<file path="src/rtl/scan_pkg.sv">
package scan_pkg;

  // Controller states; encoding is private to this block.
  typedef enum logic [3:0] {
    ST_RESET    = 4'h0,
    ST_IDLE     = 4'h1,
    ST_SEL_DR   = 4'h2,
    ST_CAP_DR   = 4'h3,
    ST_SH_DR    = 4'h4,
    ST_EX1_DR   = 4'h5,
    ST_PAUSE_DR = 4'h6,
    ST_EX2_DR   = 4'h7,
    ST_UPD_DR   = 4'h8,
    ST_SEL_IR   = 4'h9,
    ST_CAP_IR   = 4'hA,
    ST_SH_IR    = 4'hB,
    ST_EX1_IR   = 4'hC,
    ST_PAUSE_IR = 4'hD,
    ST_EX2_IR   = 4'hE,
    ST_UPD_IR   = 4'hF
  } tap_st_e;

  localparam int unsigned IR_W = 3;

  localparam logic [IR_W-1:0] OP_EXTEST = 3'b000;
  localparam logic [IR_W-1:0] OP_IDCODE = 3'b001;
  localparam logic [IR_W-1:0] OP_SAMPLE = 3'b010;
  localparam logic [IR_W-1:0] OP_CLAMP  = 3'b011;
  localparam logic [IR_W-1:0] OP_HIGHZ  = 3'b100;
  localparam logic [IR_W-1:0] OP_BYPASS = 3'b111;

  typedef enum logic [1:0] {
    SEL_BYPASS = 2'd0,
    SEL_IDCODE = 2'd1,
    SEL_BSR    = 2'd2
  } dr_sel_e;

  typedef struct packed {
    dr_sel_e dr_sel;    // register between tdi and tdo in the DR column
    logic    pins_ext;  // pads driven from the boundary update stage
    logic    pins_off;  // all pad enables forced low
  } ir_dec_t;

endpackage

</file>
<file path="src/rtl/scan_fsm.sv">
module scan_fsm
  import scan_pkg::*;
(
  input  logic    tck,
  input  logic    trst_n,
  input  logic    tms,
  output tap_st_e state
);

  tap_st_e st_q, st_d;

  always_comb begin
    st_d = st_q;
    case (st_q)
      ST_RESET:    st_d = tms ? ST_RESET    : ST_IDLE;
      ST_IDLE:     st_d = tms ? ST_SEL_DR   : ST_IDLE;
      ST_SEL_DR:   st_d = tms ? ST_SEL_IR   : ST_CAP_DR;
      ST_CAP_DR:   st_d = tms ? ST_EX1_DR   : ST_SH_DR;
      ST_SH_DR:    st_d = tms ? ST_EX1_DR   : ST_SH_DR;
      ST_EX1_DR:   st_d = tms ? ST_UPD_DR   : ST_PAUSE_DR;
      ST_PAUSE_DR: st_d = tms ? ST_EX2_DR   : ST_PAUSE_DR;
      ST_EX2_DR:   st_d = tms ? ST_UPD_DR   : ST_SH_DR;
      ST_UPD_DR:   st_d = tms ? ST_SEL_DR   : ST_IDLE;
      ST_SEL_IR:   st_d = tms ? ST_RESET    : ST_CAP_IR;
      ST_CAP_IR:   st_d = tms ? ST_EX1_IR   : ST_SH_IR;
      ST_SH_IR:    st_d = tms ? ST_EX1_IR   : ST_SH_IR;
      ST_EX1_IR:   st_d = tms ? ST_UPD_IR   : ST_PAUSE_IR;
      ST_PAUSE_IR: st_d = tms ? ST_EX2_IR   : ST_PAUSE_IR;
      ST_EX2_IR:   st_d = tms ? ST_UPD_IR   : ST_SH_IR;
      ST_UPD_IR:   st_d = tms ? ST_SEL_DR   : ST_IDLE;
      default:     st_d = ST_RESET;
    endcase
  end

  always_ff @(posedge tck or negedge trst_n) begin
    if (!trst_n) st_q <= ST_RESET;
    else         st_q <= st_d;
  end

  assign state = st_q;

endmodule

</file>
<file path="src/rtl/scan_ir.sv">
module scan_ir
  import scan_pkg::*;
(
  input  logic            tck,
  input  logic            trst_n,
  input  tap_st_e         state,
  input  logic            tdi,
  output logic            ir_sout,
  output logic [IR_W-1:0] ir_active,
  output ir_dec_t         dec
);

  localparam logic [IR_W-1:0] CAP_PAT = {{(IR_W-2){1'b0}}, 2'b01};

  logic [IR_W-1:0] sr_q, sr_d;
  logic [IR_W-1:0] act_q, act_d;
  logic            act_en;

  // Shift stage: capture pattern, then serial shift toward bit 0.
  always_comb begin
    sr_d = sr_q;
    if (state == ST_CAP_IR)     sr_d = CAP_PAT;
    else if (state == ST_SH_IR) sr_d = {tdi, sr_q[IR_W-1:1]};
  end

  always_ff @(posedge tck or negedge trst_n) begin
    if (!trst_n) sr_q <= CAP_PAT;
    else         sr_q <= sr_d;
  end

  // Active stage: identification code in reset, shifted code at update.
  always_comb begin
    act_en = 1'b0;
    act_d  = act_q;
    if (state == ST_RESET) begin
      act_en = 1'b1;
      act_d  = OP_IDCODE;
    end else if (state == ST_UPD_IR) begin
      act_en = 1'b1;
      act_d  = sr_q;
    end
  end

  always_ff @(posedge tck or negedge trst_n) begin
    if (!trst_n)     act_q <= OP_IDCODE;
    else if (act_en) act_q <= act_d;
  end

  always_comb begin
    dec.dr_sel   = SEL_BYPASS;
    dec.pins_ext = 1'b0;
    dec.pins_off = 1'b0;
    case (act_q)
      OP_EXTEST: begin dec.dr_sel = SEL_BSR; dec.pins_ext = 1'b1; end
      OP_SAMPLE: dec.dr_sel = SEL_BSR;
      OP_IDCODE: dec.dr_sel = SEL_IDCODE;
      OP_CLAMP:  dec.pins_ext = 1'b1;
      OP_HIGHZ:  dec.pins_off = 1'b1;
      default:   dec.dr_sel = SEL_BYPASS;
    endcase
  end

  assign ir_sout   = sr_q[0];
  assign ir_active = act_q;

endmodule

</file>
<file path="src/rtl/scan_bsr.sv">
module scan_bsr
  import scan_pkg::*;
#(
  parameter int unsigned N_IN  = 4,
  parameter int unsigned N_OUT = 4,
  localparam int unsigned BLEN = N_IN + 2 * N_OUT
)(
  input  logic             tck,
  input  logic             trst_n,
  input  tap_st_e          state,
  input  logic             tdi,
  input  logic             sel,
  input  logic             pins_ext,
  input  logic             pins_off,
  input  logic [N_IN-1:0]  pad_in,
  input  logic [N_OUT-1:0] core_out,
  input  logic [N_OUT-1:0] core_oe,
  output logic [N_OUT-1:0] pad_out,
  output logic [N_OUT-1:0] pad_oe,
  output logic             bsr_sout,
  output logic [BLEN-1:0]  upd_state
);

  localparam int unsigned DAT_LO = N_IN;
  localparam int unsigned OE_LO  = N_IN + N_OUT;

  logic [BLEN-1:0] sr_q, sr_d;
  logic [BLEN-1:0] upd_q;
  logic            upd_en;

  // Shift stage: snapshot of all pads, then serial shift.
  always_comb begin
    sr_d = sr_q;
    if (sel && state == ST_CAP_DR)     sr_d = {pad_oe, pad_out, pad_in};
    else if (sel && state == ST_SH_DR) sr_d = {tdi, sr_q[BLEN-1:1]};
  end

  always_ff @(posedge tck or negedge trst_n) begin
    if (!trst_n) sr_q <= '0;
    else         sr_q <= sr_d;
  end

  // Update stage: loads only when leaving Update-DR.
  assign upd_en = sel && (state == ST_UPD_DR);

  always_ff @(posedge tck or negedge trst_n) begin
    if (!trst_n)     upd_q <= '0;
    else if (upd_en) upd_q <= sr_q;
  end

  for (genvar p = 0; p < N_OUT; p++) begin : g_pin
    assign pad_out[p] = pins_ext ? upd_q[DAT_LO + p] : core_out[p];
    assign pad_oe[p]  = pins_ext ? upd_q[OE_LO + p]  : (core_oe[p] & ~pins_off);
  end

  assign bsr_sout  = sr_q[0];
  assign upd_state = upd_q;

endmodule

</file>
<file path="src/rtl/scan_port.sv">
module scan_port
  import scan_pkg::*;
#(
  parameter int unsigned N_IN     = 4,
  parameter int unsigned N_OUT    = 4,
  parameter logic [10:0] MFR_CODE = 11'b00010100001,
  parameter logic [15:0] PART_ID  = 16'h00A5,
  parameter logic [3:0]  VERSION  = 4'h1
)(
  input  logic             tck,
  input  logic             trst_n,
  input  logic             tms,
  input  logic             tdi,
  output logic             tdo,
  output logic             tdo_oe,
  input  logic [N_IN-1:0]  pad_in,
  input  logic [N_OUT-1:0] core_out,
  input  logic [N_OUT-1:0] core_oe,
  output logic [N_OUT-1:0] pad_out,
  output logic [N_OUT-1:0] pad_oe
);

  localparam int unsigned BLEN = N_IN + 2 * N_OUT;
  localparam int unsigned ID_W = 32;
  localparam logic [ID_W-1:0] ID_WORD = {VERSION, PART_ID, MFR_CODE, 1'b1};

  tap_st_e         tap_state;
  logic [IR_W-1:0] ir_act;
  ir_dec_t         ir_dec;
  logic            ir_sout;
  logic            bsr_sout;
  logic [BLEN-1:0] bsr_upd_q;
  logic            byp_q, byp_d;
  logic [ID_W-1:0] id_q, id_d;
  logic            ser_out;
  logic            shifting;
  logic            tdo_q, tdo_oe_q;

  scan_fsm u_fsm (
    .tck    (tck),
    .trst_n (trst_n),
    .tms    (tms),
    .state  (tap_state)
  );

  scan_ir u_ir (
    .tck       (tck),
    .trst_n    (trst_n),
    .state     (tap_state),
    .tdi       (tdi),
    .ir_sout   (ir_sout),
    .ir_active (ir_act),
    .dec       (ir_dec)
  );

  scan_bsr #(.N_IN(N_IN), .N_OUT(N_OUT)) u_bsr (
    .tck       (tck),
    .trst_n    (trst_n),
    .state     (tap_state),
    .tdi       (tdi),
    .sel       (ir_dec.dr_sel == SEL_BSR),
    .pins_ext  (ir_dec.pins_ext),
    .pins_off  (ir_dec.pins_off),
    .pad_in    (pad_in),
    .core_out  (core_out),
    .core_oe   (core_oe),
    .pad_out   (pad_out),
    .pad_oe    (pad_oe),
    .bsr_sout  (bsr_sout),
    .upd_state (bsr_upd_q)
  );

  // Bypass bit and identification register.
  always_comb begin
    byp_d = byp_q;
    id_d  = id_q;
    if (ir_dec.dr_sel == SEL_BYPASS) begin
      if (tap_state == ST_CAP_DR)     byp_d = 1'b0;
      else if (tap_state == ST_SH_DR) byp_d = tdi;
    end
    if (ir_dec.dr_sel == SEL_IDCODE) begin
      if (tap_state == ST_CAP_DR)     id_d = ID_WORD;
      else if (tap_state == ST_SH_DR) id_d = {tdi, id_q[ID_W-1:1]};
    end
  end

  always_ff @(posedge tck or negedge trst_n) begin
    if (!trst_n) begin
      byp_q <= 1'b0;
      id_q  <= '0;
    end else begin
      byp_q <= byp_d;
      id_q  <= id_d;
    end
  end

  // Serial output selection.
  always_comb begin
    shifting = (tap_state == ST_SH_IR) || (tap_state == ST_SH_DR);
    if (tap_state == ST_SH_IR) begin
      ser_out = ir_sout;
    end else begin
      case (ir_dec.dr_sel)
        SEL_IDCODE: ser_out = id_q[0];
        SEL_BSR:    ser_out = bsr_sout;
        default:    ser_out = byp_q;
      endcase
    end
  end

  always_ff @(negedge tck or negedge trst_n) begin
    if (!trst_n) begin
      tdo_q    <= 1'b0;
      tdo_oe_q <= 1'b0;
    end else begin
      tdo_q    <= ser_out;
      tdo_oe_q <= shifting;
    end
  end

  assign tdo    = tdo_q;
  assign tdo_oe = tdo_oe_q;

endmodule

</file>
<file path="config.mk">
export PLATFORM = sky130hd
export DESIGN_NAME = scan_port
export DESIGN_NICKNAME = d
export VERILOG_FILES = /design/src/rtl/scan_pkg.sv /design/src/rtl/scan_fsm.sv /design/src/rtl/scan_ir.sv /design/src/rtl/scan_bsr.sv /design/src/rtl/scan_port.sv
export SDC_FILE = /design/constraint.sdc
export NUM_CORES = 1
export LEC_CHECK = 0
export ABC_AREA = 1
export ABC_CLOCK_PERIOD_IN_PS = 1500
export BUFFER_PORTS_ARGS = -buffer_cell sky130_fd_sc_hd__buf_2
export CAP_MARGIN = 20
export CORE_MARGIN = 2
export CORE_UTILIZATION = 24
export CTS_BUF_LIST = sky130_fd_sc_hd__clkbuf_8 sky130_fd_sc_hd__clkbuf_16
export CTS_CLUSTER_SIZE = 30
export DETAILED_ROUTE_END_ITERATION = 10
export GPL_TIMING_DRIVEN = 0
export SYNTH_ARGS = -nofsm -noshare
export SYNTH_HDL_FRONTEND = slang
export SYNTH_HIERARCHICAL = 1
export SYNTH_SLANG_ARGS = --single-unit
</file>
<file path="constraint.sdc">
create_clock -name tck -period 1.5 [get_ports tck]
set_input_delay 0.3 -clock tck [delete_from_list [all_inputs] [get_ports tck]]
set_output_delay 0.3 -clock tck [all_outputs]
set_load 0.005 [all_outputs]
</file>
==> results of run 1 <==
==> final cells by class <==
type	instances	area, um2
Sequential cell	65	1630
Tap cell	184	230
Buffer	23	263
Fill cell	1493	9750
Timing Repair Buffer	51	464
Clock inverter	4	42.5
Inverter	43	169
Multi-Input combinational cell	307	1820
Clock buffer	12	267
==> registers in the layout (all words and copies together), names as in the netlist <==
name	flops
u_bsr/upd_state	8
tdo_oe	1
u_fsm/state	4
byp_q	1
u_ir/ir_active	3
id_q	32
u_ir/sr_q	3
u_bsr/sr_q	12
tdo	1
==> layer usage <==
| layer | share of wire, % | wire length (um) | track usage [%] |
|---|---|---|---|
| met1 | 45 | 3970 | 14.0 |
| met3 | 3.7 | 330 | 2.47 |
| met4 | 0.94 | 83 | 3.62 |
| met5 | 0 | 0 | 0 |
| met2 | 50 | 4440 | 18.8 |
==> stage by stage <==
step	area, um2	worst slack, ps
after floorplan	3660	-691
after global placement	4010	-810
after detailed placement	4020	-839
after CTS	4750	-786
after global routing	4890	-874
final	4890	-785
==> power by group <==
| group | internal, mW | switching, mW |
|---|---|---|
| sequential | 2.44 | 0.697 |
| combinational | 1.36 | 1.73 |
| clock | 1.41 | 0.767 |
==> repair_timing <==
item | CTS | global route
hold buffers | 0 | 0
gates resized for setup | 53 | 23
gates cloned | 3 | 1
endpoints found under the setup margin | 63 | 68
pin swaps | 16 | 18
setup buffers | 18 | 6
==> layout by cell type (no fill, tap or decap), types with 6 or more instances in the layout <==
| cell | n |
|---|---|
| inv_1 | 34 |
| inv_2 | 9 |
| buf_4 | 15 |
| dfrtp_1 | 57 |
| nor2_1 | 10 |
| nand2_1 | 116 |
| buf_6 | 15 |
| clkbuf_16 | 11 |
| nor2_2 | 6 |
| nand3_2 | 26 |
| nand4_1 | 26 |
| o21ai_2 | 9 |
| nand2_2 | 48 |
| buf_8 | 8 |
| nand2_4 | 6 |
| o21ai_1 | 7 |
| buf_2 | 28 |
| nand3_1 | 33 |
==> worst paths after layout <==
path | depth (start not counted) | end | slack, ps | startpoint
max | 6 | tdo | -780 | u_ir/ir_active[0]
min | 1 | id_q[10] | 60 | trst_n
max reg2reg | 6 | tdo | -780 | u_ir/ir_active[0]
min reg2reg | 2 | id_q[6] | 470 | id_q[6]
max in group asynchronous | 1 | tdo | 250 | trst_n
min in group tck | 3 | u_bsr/sr_q[0] | 190 | pad_in[0]
==> results.md, run 1 <==
* Final HPWL DP at approximately 5500 um
* PD cells at around 1700 nW/um2
* Ports at 26
* Fin. Hold Viols at 0
* CP top delay family: flip-flops
* Clock Latency Late Sink at 340 ps
* Initial DRC Count at ~150
* Vias in the first global route at just over 3000
* Antenna Violating Nets Remaining at 0
* Clock sink total at 65
* DR DRC count at 0
* Finished Layout Cells at just under 700
* Slowest-stage cell, CP: dfstp_2
* Final Hold Slack at between 60 and 70 ps
* Pins Over Slew Limit at 0
* Clock Skew at between 7 and 8 ps
* Synthesized area per cell at around 8.3 um2
* Placed cells at 646
* Crit path launch type: register
* Pleak at 2.57 nW
* Die width at about 130 um
* Post-Route WL at approximately 9000 um
* Worst Hold Class: in -> async
* Syn_nets at between 400 and 500
* Failing checks: setup timing
* Worst-path clk slew at ~60 ps
* Max Cap Violations at 0
* Ant diodes at 0
* Cell mode on critical path: inv_2
* CORE AREA at 14600 um2
* Setup WS post-layout at -785 ps
* WL/cell at approximately 13 um
* Largest net degree at the start of global routing at 66
* IO Port Bufs at 24
* Die area at 16100 um2
* Synth Warn # at 6
* Maximum clock path buffer count at 2
* Relative slew slack at around 44%
* Outcome: finished with violations
* H-tree Lvls at 3
* Finished Core Util at around a third
* Max incr delay on CP at between 500 and 600 ps
* Die Ht at 127 um
* RSZ-0062 raised after global routing: true
* CTS tree: built
* First-pass GRT wire length at between 10000 and 15000 um
* Mapped Area at between 3000 and 4000 um2
* CP max FO at 3
* Post-synthesis instance total at 438
* Count of buffer and inverter cells on the critical path at 2
* Crit path cell chain: inv_2 > nor3_4 > inv_2 > ha_4 > o211ai_1 > nand2_1
* DRT Pass-1 Iters at 4
* Slew at the pin closest to its max-slew limit at 840 ps
* Crit. End Element: register
* Total CTS buffers at 9
* Initial antenna violation count at 0
* Area Overhead vs Synth at 34.6%
* Share of cells above drive strength 1 at 42.0%
* Setup TNS at -17780 ps
* Critical path class: reg -> reg
* Final global-route overflow total at 0
* Vias per std cell at 4.54
* Starting density of the core at about a quarter
* Final net count at about 520
* Maximum VDD drop at ~810 uV
* All-Layer GR Usage at ~11%
* Placer's final routability congestion estimate at approximately 0.78
* Via count at approximately 3100
* # setup viols final at 64
* Critical Path RT at between 900 and 1000 ps
* Root Driver: clkbuf_16
* Final Total Pwr at about 8.4 mW
* Row cnt at 44
* Worst EP arrival at between 1500 and 2000 ps
No activity file was read; power rests on OpenSTA's default activity.
==> run 2: changes to the inputs <==
--- a/config.mk
+++ b/config.mk
@@ -6,7 +6,7 @@
 export NUM_CORES = 1
 export LEC_CHECK = 0
 export ABC_AREA = 1
-export ABC_CLOCK_PERIOD_IN_PS = 1500
+export ABC_CLOCK_PERIOD_IN_PS = 1920
 export BUFFER_PORTS_ARGS = -buffer_cell sky130_fd_sc_hd__buf_2
 export CAP_MARGIN = 20
 export CORE_MARGIN = 2
@@ -15,6 +15,7 @@
 export CTS_CLUSTER_SIZE = 30
 export DETAILED_ROUTE_END_ITERATION = 10
 export GPL_TIMING_DRIVEN = 0
+export MAX_ROUTING_LAYER = met4
 export SYNTH_ARGS = -nofsm -noshare
 export SYNTH_HDL_FRONTEND = slang
 export SYNTH_HIERARCHICAL = 1
==> constraint.sdc (replaced) <==
create_clock -name tck -period 1.92 [get_ports tck]
set_input_delay 0.384 -clock tck [delete_from_list [all_inputs] [get_ports tck]]
set_output_delay 0.384 -clock tck [all_outputs]
set_load 0.005 [all_outputs]
==> results.md, run 2 (synthesized netlist as in run 1, its figures left out) <==
* CP max FO at 2 (-1)
* Placed cells at 646 (unchanged)
* Die Ht at 127 um (unchanged)
* Ports at 26 (unchanged)
* Initial antenna violation count at 0 (unchanged)
* PD cells at 1340 nW/um2 (-22%)
* Most common cell after layout, fill and taps aside: nand2_1
* Share of cells above drive strength 1 at 40.5% (-1.5 points)
* Part of the power in registers at 36.8% (-0.5 points)
* # setup viols final at 11 (-83%)
* Finished Layout Cells at 688 (-0.15%)
* Finished Core Util at 31.6% (-1.8 points)
* Largest Register: id_q
* Pins Over Slew Limit at 0 (unchanged)
* DP Area at 4000 um2 (-0.50%)
* Setup WS post-layout at -526 ps (+258 ps)
* Most frequent cells in the layout: nand2_1, dfrtp_1, nand2_2
* Critical path class: reg -> reg
* CTS tree: built
* Die area at 16100 um2 (unchanged)
* Internal power at 3.76 mW (-28%)
* Final net count at 518 (-0.19%)
* Sw Pwr at 2.45 mW (-23%)
* Clock power frac at 23.5% (-2.4 points)
* Total CTS buffers at 9 (unchanged)
* R2R Path End: tdo
* Area Overhead vs Synth at 27.4%
* Sw Ratio at 39.4% (+1.4 points)
* Post-Route WL at 8410 um (-4.7%)
* Final Total Pwr at 6.21 mW (-26%)
* Worst EP arrival at 1660 ps (-50 ps)
* Antenna Violating Nets Remaining at 0 (unchanged)
* Slew at the pin closest to its max-slew limit at 837 ps (-2.33 ps)
* Depth of the worst register-to-register path at 7 (+1)
* Via count at 3103 (-0.70%)
* CORE AREA at 14600 um2 (unchanged)
* Relative slew slack at 44.2% (+0.16 points)
* Place WS at -662 ps (+177 ps)
* Crit path launch type: register
* Worst-path clk slew at 60 ps (about the same)
* Design Area, Final at 4630 um2 (-5.3%)
* Launch point of the worst reg-to-reg path: u_ir/ir_active[0]
* Ant diodes at 0 (unchanged)
* Maximum VDD drop at 456 uV (-44%)
* Final global-route overflow total at 0 (unchanged)
* Critical Path RT at 1140 ps (+220 ps)
* Area of the multi-input gates at 1770 um2 (-2.7%)
* FF+latch area at 1640 um2 (+0.31%)
* DRT Pass-1 Iters at 4 (unchanged)
* WL/cell at 12.2 um (-4.6%)
* Largest net degree at the start of global routing at 66 (unchanged)
* Initial DRC Count at 278 (+83%)
* Maximum clock path buffer count at 2 (unchanged)
* Max FFs per register at 32 (unchanged)
* Worst Hold Class: in -> async
* Vias per std cell at 4.51 (-0.56%)
* Placer's final routability congestion estimate at 0.797 (+2.5%)
* Starting density of the core at 24.8% (unchanged)
* IO Port Bufs at 24 (unchanged)
* Clock Latency Late Sink at 340 ps (about the same)
* Clock sink total at 65 (unchanged)
* DR DRC count at 0 (unchanged)
* First-pass GRT wire length at 14800 um (+0.89%)
* Crit. End Element: register
* Fin. Hold Viols at 0 (unchanged)
* Max Cap Violations at 0 (unchanged)
* Pleak at 2.44 nW (-4.9%)
* Vias in the first global route at 3113 (+1.7%)
* Gate power share at 39.7% (+2.9 points)
* Die width at 127 um (unchanged)
* All-Layer GR Usage at 11.6% (+0.58 points)
* Outcome: finished with violations
* Row cnt at 44 (unchanged)
* RSZ-0062 raised after global routing: true
* Failing checks: setup timing
* H-tree Lvls at 3 (unchanged)
* Final HPWL DP at 5430 um (-0.76%)
* # fillers at 1535 (+2.8%)
* CTS Hold Bufs at 0 (unchanged)
* Reg2reg setup slack at -530 ps (+260 ps)
* Clock Skew at 10.8 ps (+3.71 ps)
* Root Driver: clkbuf_16
-- run 2: cell count changes in the layout (fill, tap and decap cells not counted), sizes merged --
cell / delta
clkinv: +3
clkinvlp: +2
inv: -1
bufinv: -1
clkbuf: -1
buf: -3
-- run 2: through the flow --
step	TNS, ps	hold slack, ps
after floorplan	-489	88.4
after global placement	-2060	455
after detailed placement	-858	460
after CTS	-2810	188
after global routing	-4580	220
final	-3700	142
-- run 2: layer usage --
metal | share of wire (%) | track usage (%) | vias up
li1 | - | - | 1530
met1 | 46 | 14.6 | 1486
met3 | 4.6 | 3.64 | 11
met4 | 1.8 | 4.01 | 0
met5 | 0 | - | -
met2 | 48 | 17.9 | 76
-- run 2: power by group through the flow --
stage / Combinational (mW) / Clock [mW] / Sequential [mW]
floorplan: 1.63 / 0 / 2.30
global placement: 1.98 / 0 / 2.40
detailed placement: 2.05 / 0 / 2.42
CTS: 2.40 / 1.49 / 2.27
global route: 2.80 / 1.56 / 2.36
finish: 2.46 / 1.46 / 2.29
-- run 2: worst max-delay path: stages (launching register included) --
cell and delay [ps]:
dfstp_2 540, inv_2 50, nor3_4 150, inv_2 100
ha_4 270, nand3_2 50, o211ai_1 90, nand2_1 80
-- run 2: cell type report --
cell class / count / share of cell area, %
clock inverter: 7 / 0.838
tap: 184 / 4.97
inverter: 43 / 3.54
timing repair buffer: 50 / 7.67
buffer: 23 / 4.40
multi-input combinational: 307 / 38.3
clock buffer: 9 / 4.86
sequential: 65 / 35.4
-- run 2: repair_timing --
action                     CTS  global route
setup endpoints to repair   12            61
pin swaps                   15            17
cloned                       0             1
resized for setup           28            24
buffers inserted            20             6
-- run 2: worst max-delay path by stage --
stage	start	end	slack, ps	depth (start not counted)
floorplan	u_ir/ir_active[0]	tdo	-490	6
global route	u_ir/ir_active[0]	tdo	-610	7
finish	u_ir/ir_active[0]	tdo	-530	7
detailed placement	u_ir/ir_active[0]	tdo	-660	8
global placement	trst_n	tdo	-660	1
CTS	u_ir/ir_active[0]	tdo	-570	7
==> run 3: changes to the inputs <==
--- a/config.mk
+++ b/config.mk
@@ -7,7 +7,7 @@
 export LEC_CHECK = 0
 export ABC_AREA = 1
 export ABC_CLOCK_PERIOD_IN_PS = 1920
-export BUFFER_PORTS_ARGS = -buffer_cell sky130_fd_sc_hd__buf_2
+export BUFFER_PORTS_ARGS = -buffer_cell sky130_fd_sc_hd__buf_4
 export CAP_MARGIN = 20
 export CORE_MARGIN = 2
 export CORE_UTILIZATION = 24
==> results.md, run 3 (synthesized netlist as in run 1, its figures left out) <==
* Outcome: finished with violations
* Failing checks: setup timing
* Row cnt at 44 (unchanged)
* Slew at the pin closest to its max-slew limit at 804 ps (-33.0 ps)
* Max Cap Violations at 0 (unchanged)
* Max FFs per register at 32 (unchanged)
* Finished Layout Cells at 686 (-0.29%)
* H-tree Lvls at 3 (unchanged)
* Final HPWL DP at 5440 um (+0.18%)
* Ant diodes at 0 (unchanged)
* PD cells at 1380 nW/um2 (+3.2%)
* Die Ht at 127 um (unchanged)
* CTS tree: built
* Post-Route WL at 8310 um (-1.2%)
* Total CTS buffers at 9 (unchanged)
* Critical Path RT at 1140 ps (about the same)
* Share of cells above drive strength 1 at 42.0% (+1.6 points)
* Placer's final routability congestion estimate at 0.793 (-0.53%)
* DR DRC count at 0 (unchanged)
* Initial antenna violation count at 0 (unchanged)
* Setup WS post-layout at -478 ps (+48.1 ps)
* Final net count at 516 (-0.39%)
* First-pass GRT wire length at 14200 um (-3.9%)
* Clock Latency Late Sink at 330 ps (about the same)
* Ports at 26 (unchanged)
* Critical path class: reg -> reg
* Maximum clock path buffer count at 2 (unchanged)
* Worst Hold Class: in -> async
* Largest net degree at the start of global routing at 66 (unchanged)
* Initial DRC Count at 204 (-27%)
* IO Port Bufs at 24 (unchanged)
* # setup viols final at 11 (unchanged)
* Final Hold Slack at 144 ps (+1.79 ps)
* Pleak at 2.47 nW (+1.2%)
* Finished Core Util at 32.7% (+1.0 points)
* Starting density of the core at 24.8% (unchanged)
* Most common cell after layout, fill and taps aside: nand2_1
* Root Driver: clkbuf_16
* Crit path launch type: register
* Worst-path clk slew at 60 ps (about the same)
* Maximum VDD drop at 621 uV (+36%)
* Antenna Violating Nets Remaining at 0 (unchanged)
* Die area at 16100 um2 (unchanged)
* Final Total Pwr at 6.62 mW (+6.6%)
* Area Overhead vs Synth at 31.6%
* Place WS at -644 ps (+18.1 ps)
* CP max FO at 5 (+3)
* DRT Pass-1 Iters at 6 (+2)
* Vias in the first global route at 3080 (-1.1%)
* Placed cells at 646 (unchanged)
* Final global-route overflow total at 0 (unchanged)
* Largest Register: id_q
* WL/cell at 12.1 um (-0.93%)
* RSZ-0062 raised after global routing: true
* Worst EP arrival at 1620 ps (-40 ps)
* CORE AREA at 14600 um2 (unchanged)
* Pins Over Slew Limit at 0 (unchanged)
* Via count at 3040 (-2.0%)
* Vias per std cell at 4.43 (-1.7%)
* Relative slew slack at 46.4% (+2.2 points)
* Clock sink total at 65 (unchanged)
* All-Layer GR Usage at 11.0% (-0.64 points)
* Die width at 127 um (unchanged)
* Most frequent cells in the layout: nand2_1, dfrtp_1, nand2_2
* Crit. End Element: register
* Clock Skew at 10.0 ps (-0.822 ps)
* Fin. Hold Viols at 0 (unchanged)
-- run 3: changes by cell type in the layout (fill, tap and decap cells not counted), moves of 3 or more --
cell / before / now
clkinv_2: 4 / 1
nand2_1: 119 / 115
buf_6: 11 / 21
buf_2: 27 / 6
buf_4: 28 / 40
-- run 3: per-stage QoR --
| step | setup TNS [ps] | area [um2] |
|---|---|---|
| floorplan | -489 | 3640 |
| global placement | -807 | 4050 |
| detailed placement | -818 | 4050 |
| CTS | -3690 | 4540 |
| global route | -4580 | 4780 |
| finish | -3830 | 4780 |
-- run 3: metal layers --
layer  GRT usage, %  up-vias  wire [um]  share of wire [%]
met2           18.5       64       4100                 49
met5              -        -          0                  0
li1               -     1523          -                  -
met1           13.2     1446       3810                 46
met4           2.65        0         68               0.82
met3           3.02        7        327                3.9
-- run 3: final cells by class --
cell class | count | area (um2)
flip-flops and latches | 65 | 1640
fillers | 1510 | 9860
repair buffers | 49 | 413
clock inverters | 6 | 90.1
plain buffers | 22 | 199
inverters | 43 | 166
multi-input cells | 307 | 1810
clock buffers | 10 | 239
well taps | 184 | 230
-- run 3: power breakdown --
group	switching, mW	total [mW]	internal, mW
Combinational	1.48	2.54	1.06
Sequential	0.381	2.29	1.91
Clock	0.608	1.78	1.18
-- run 3: critical path: stages, from the launching register on --
cell and delay (ps):
dfstp_2 370, buf_4 150, nor2_4 130, inv_2 70, ha_2 170, buf_6 120, nand2_2 60, nand3_2 70
o211ai_1 70, nand2_1 70
-- run 3: final timing paths --
| check | cells after the start | from | to | slack, ps |
|---|---|---|---|---|
| setup / recovery | 9 | u_ir/ir_active[0] | tdo | -480 |
| hold / removal | 1 | trst_n | id_q[10] | 140 |
| setup reg to reg | 9 | u_ir/ir_active[0] | tdo | -480 |
| hold reg to reg | 2 | id_q[1] | id_q[1] | 470 |
| max in group asynchronous | 1 | trst_n | tdo | 410 |
| min in group tck | 3 | pad_in[2] | u_bsr/sr_q[2] | 260 |
-- run 3: repair_timing --
item                                   in CTS  in global routing
pin swaps                                   5                 18
endpoints found under the hold margin       0                  0
hold buffers                                0                  0
gates resized for setup                    25                 43
setup buffers                              10                 15
setup endpoints to repair                  12                 32
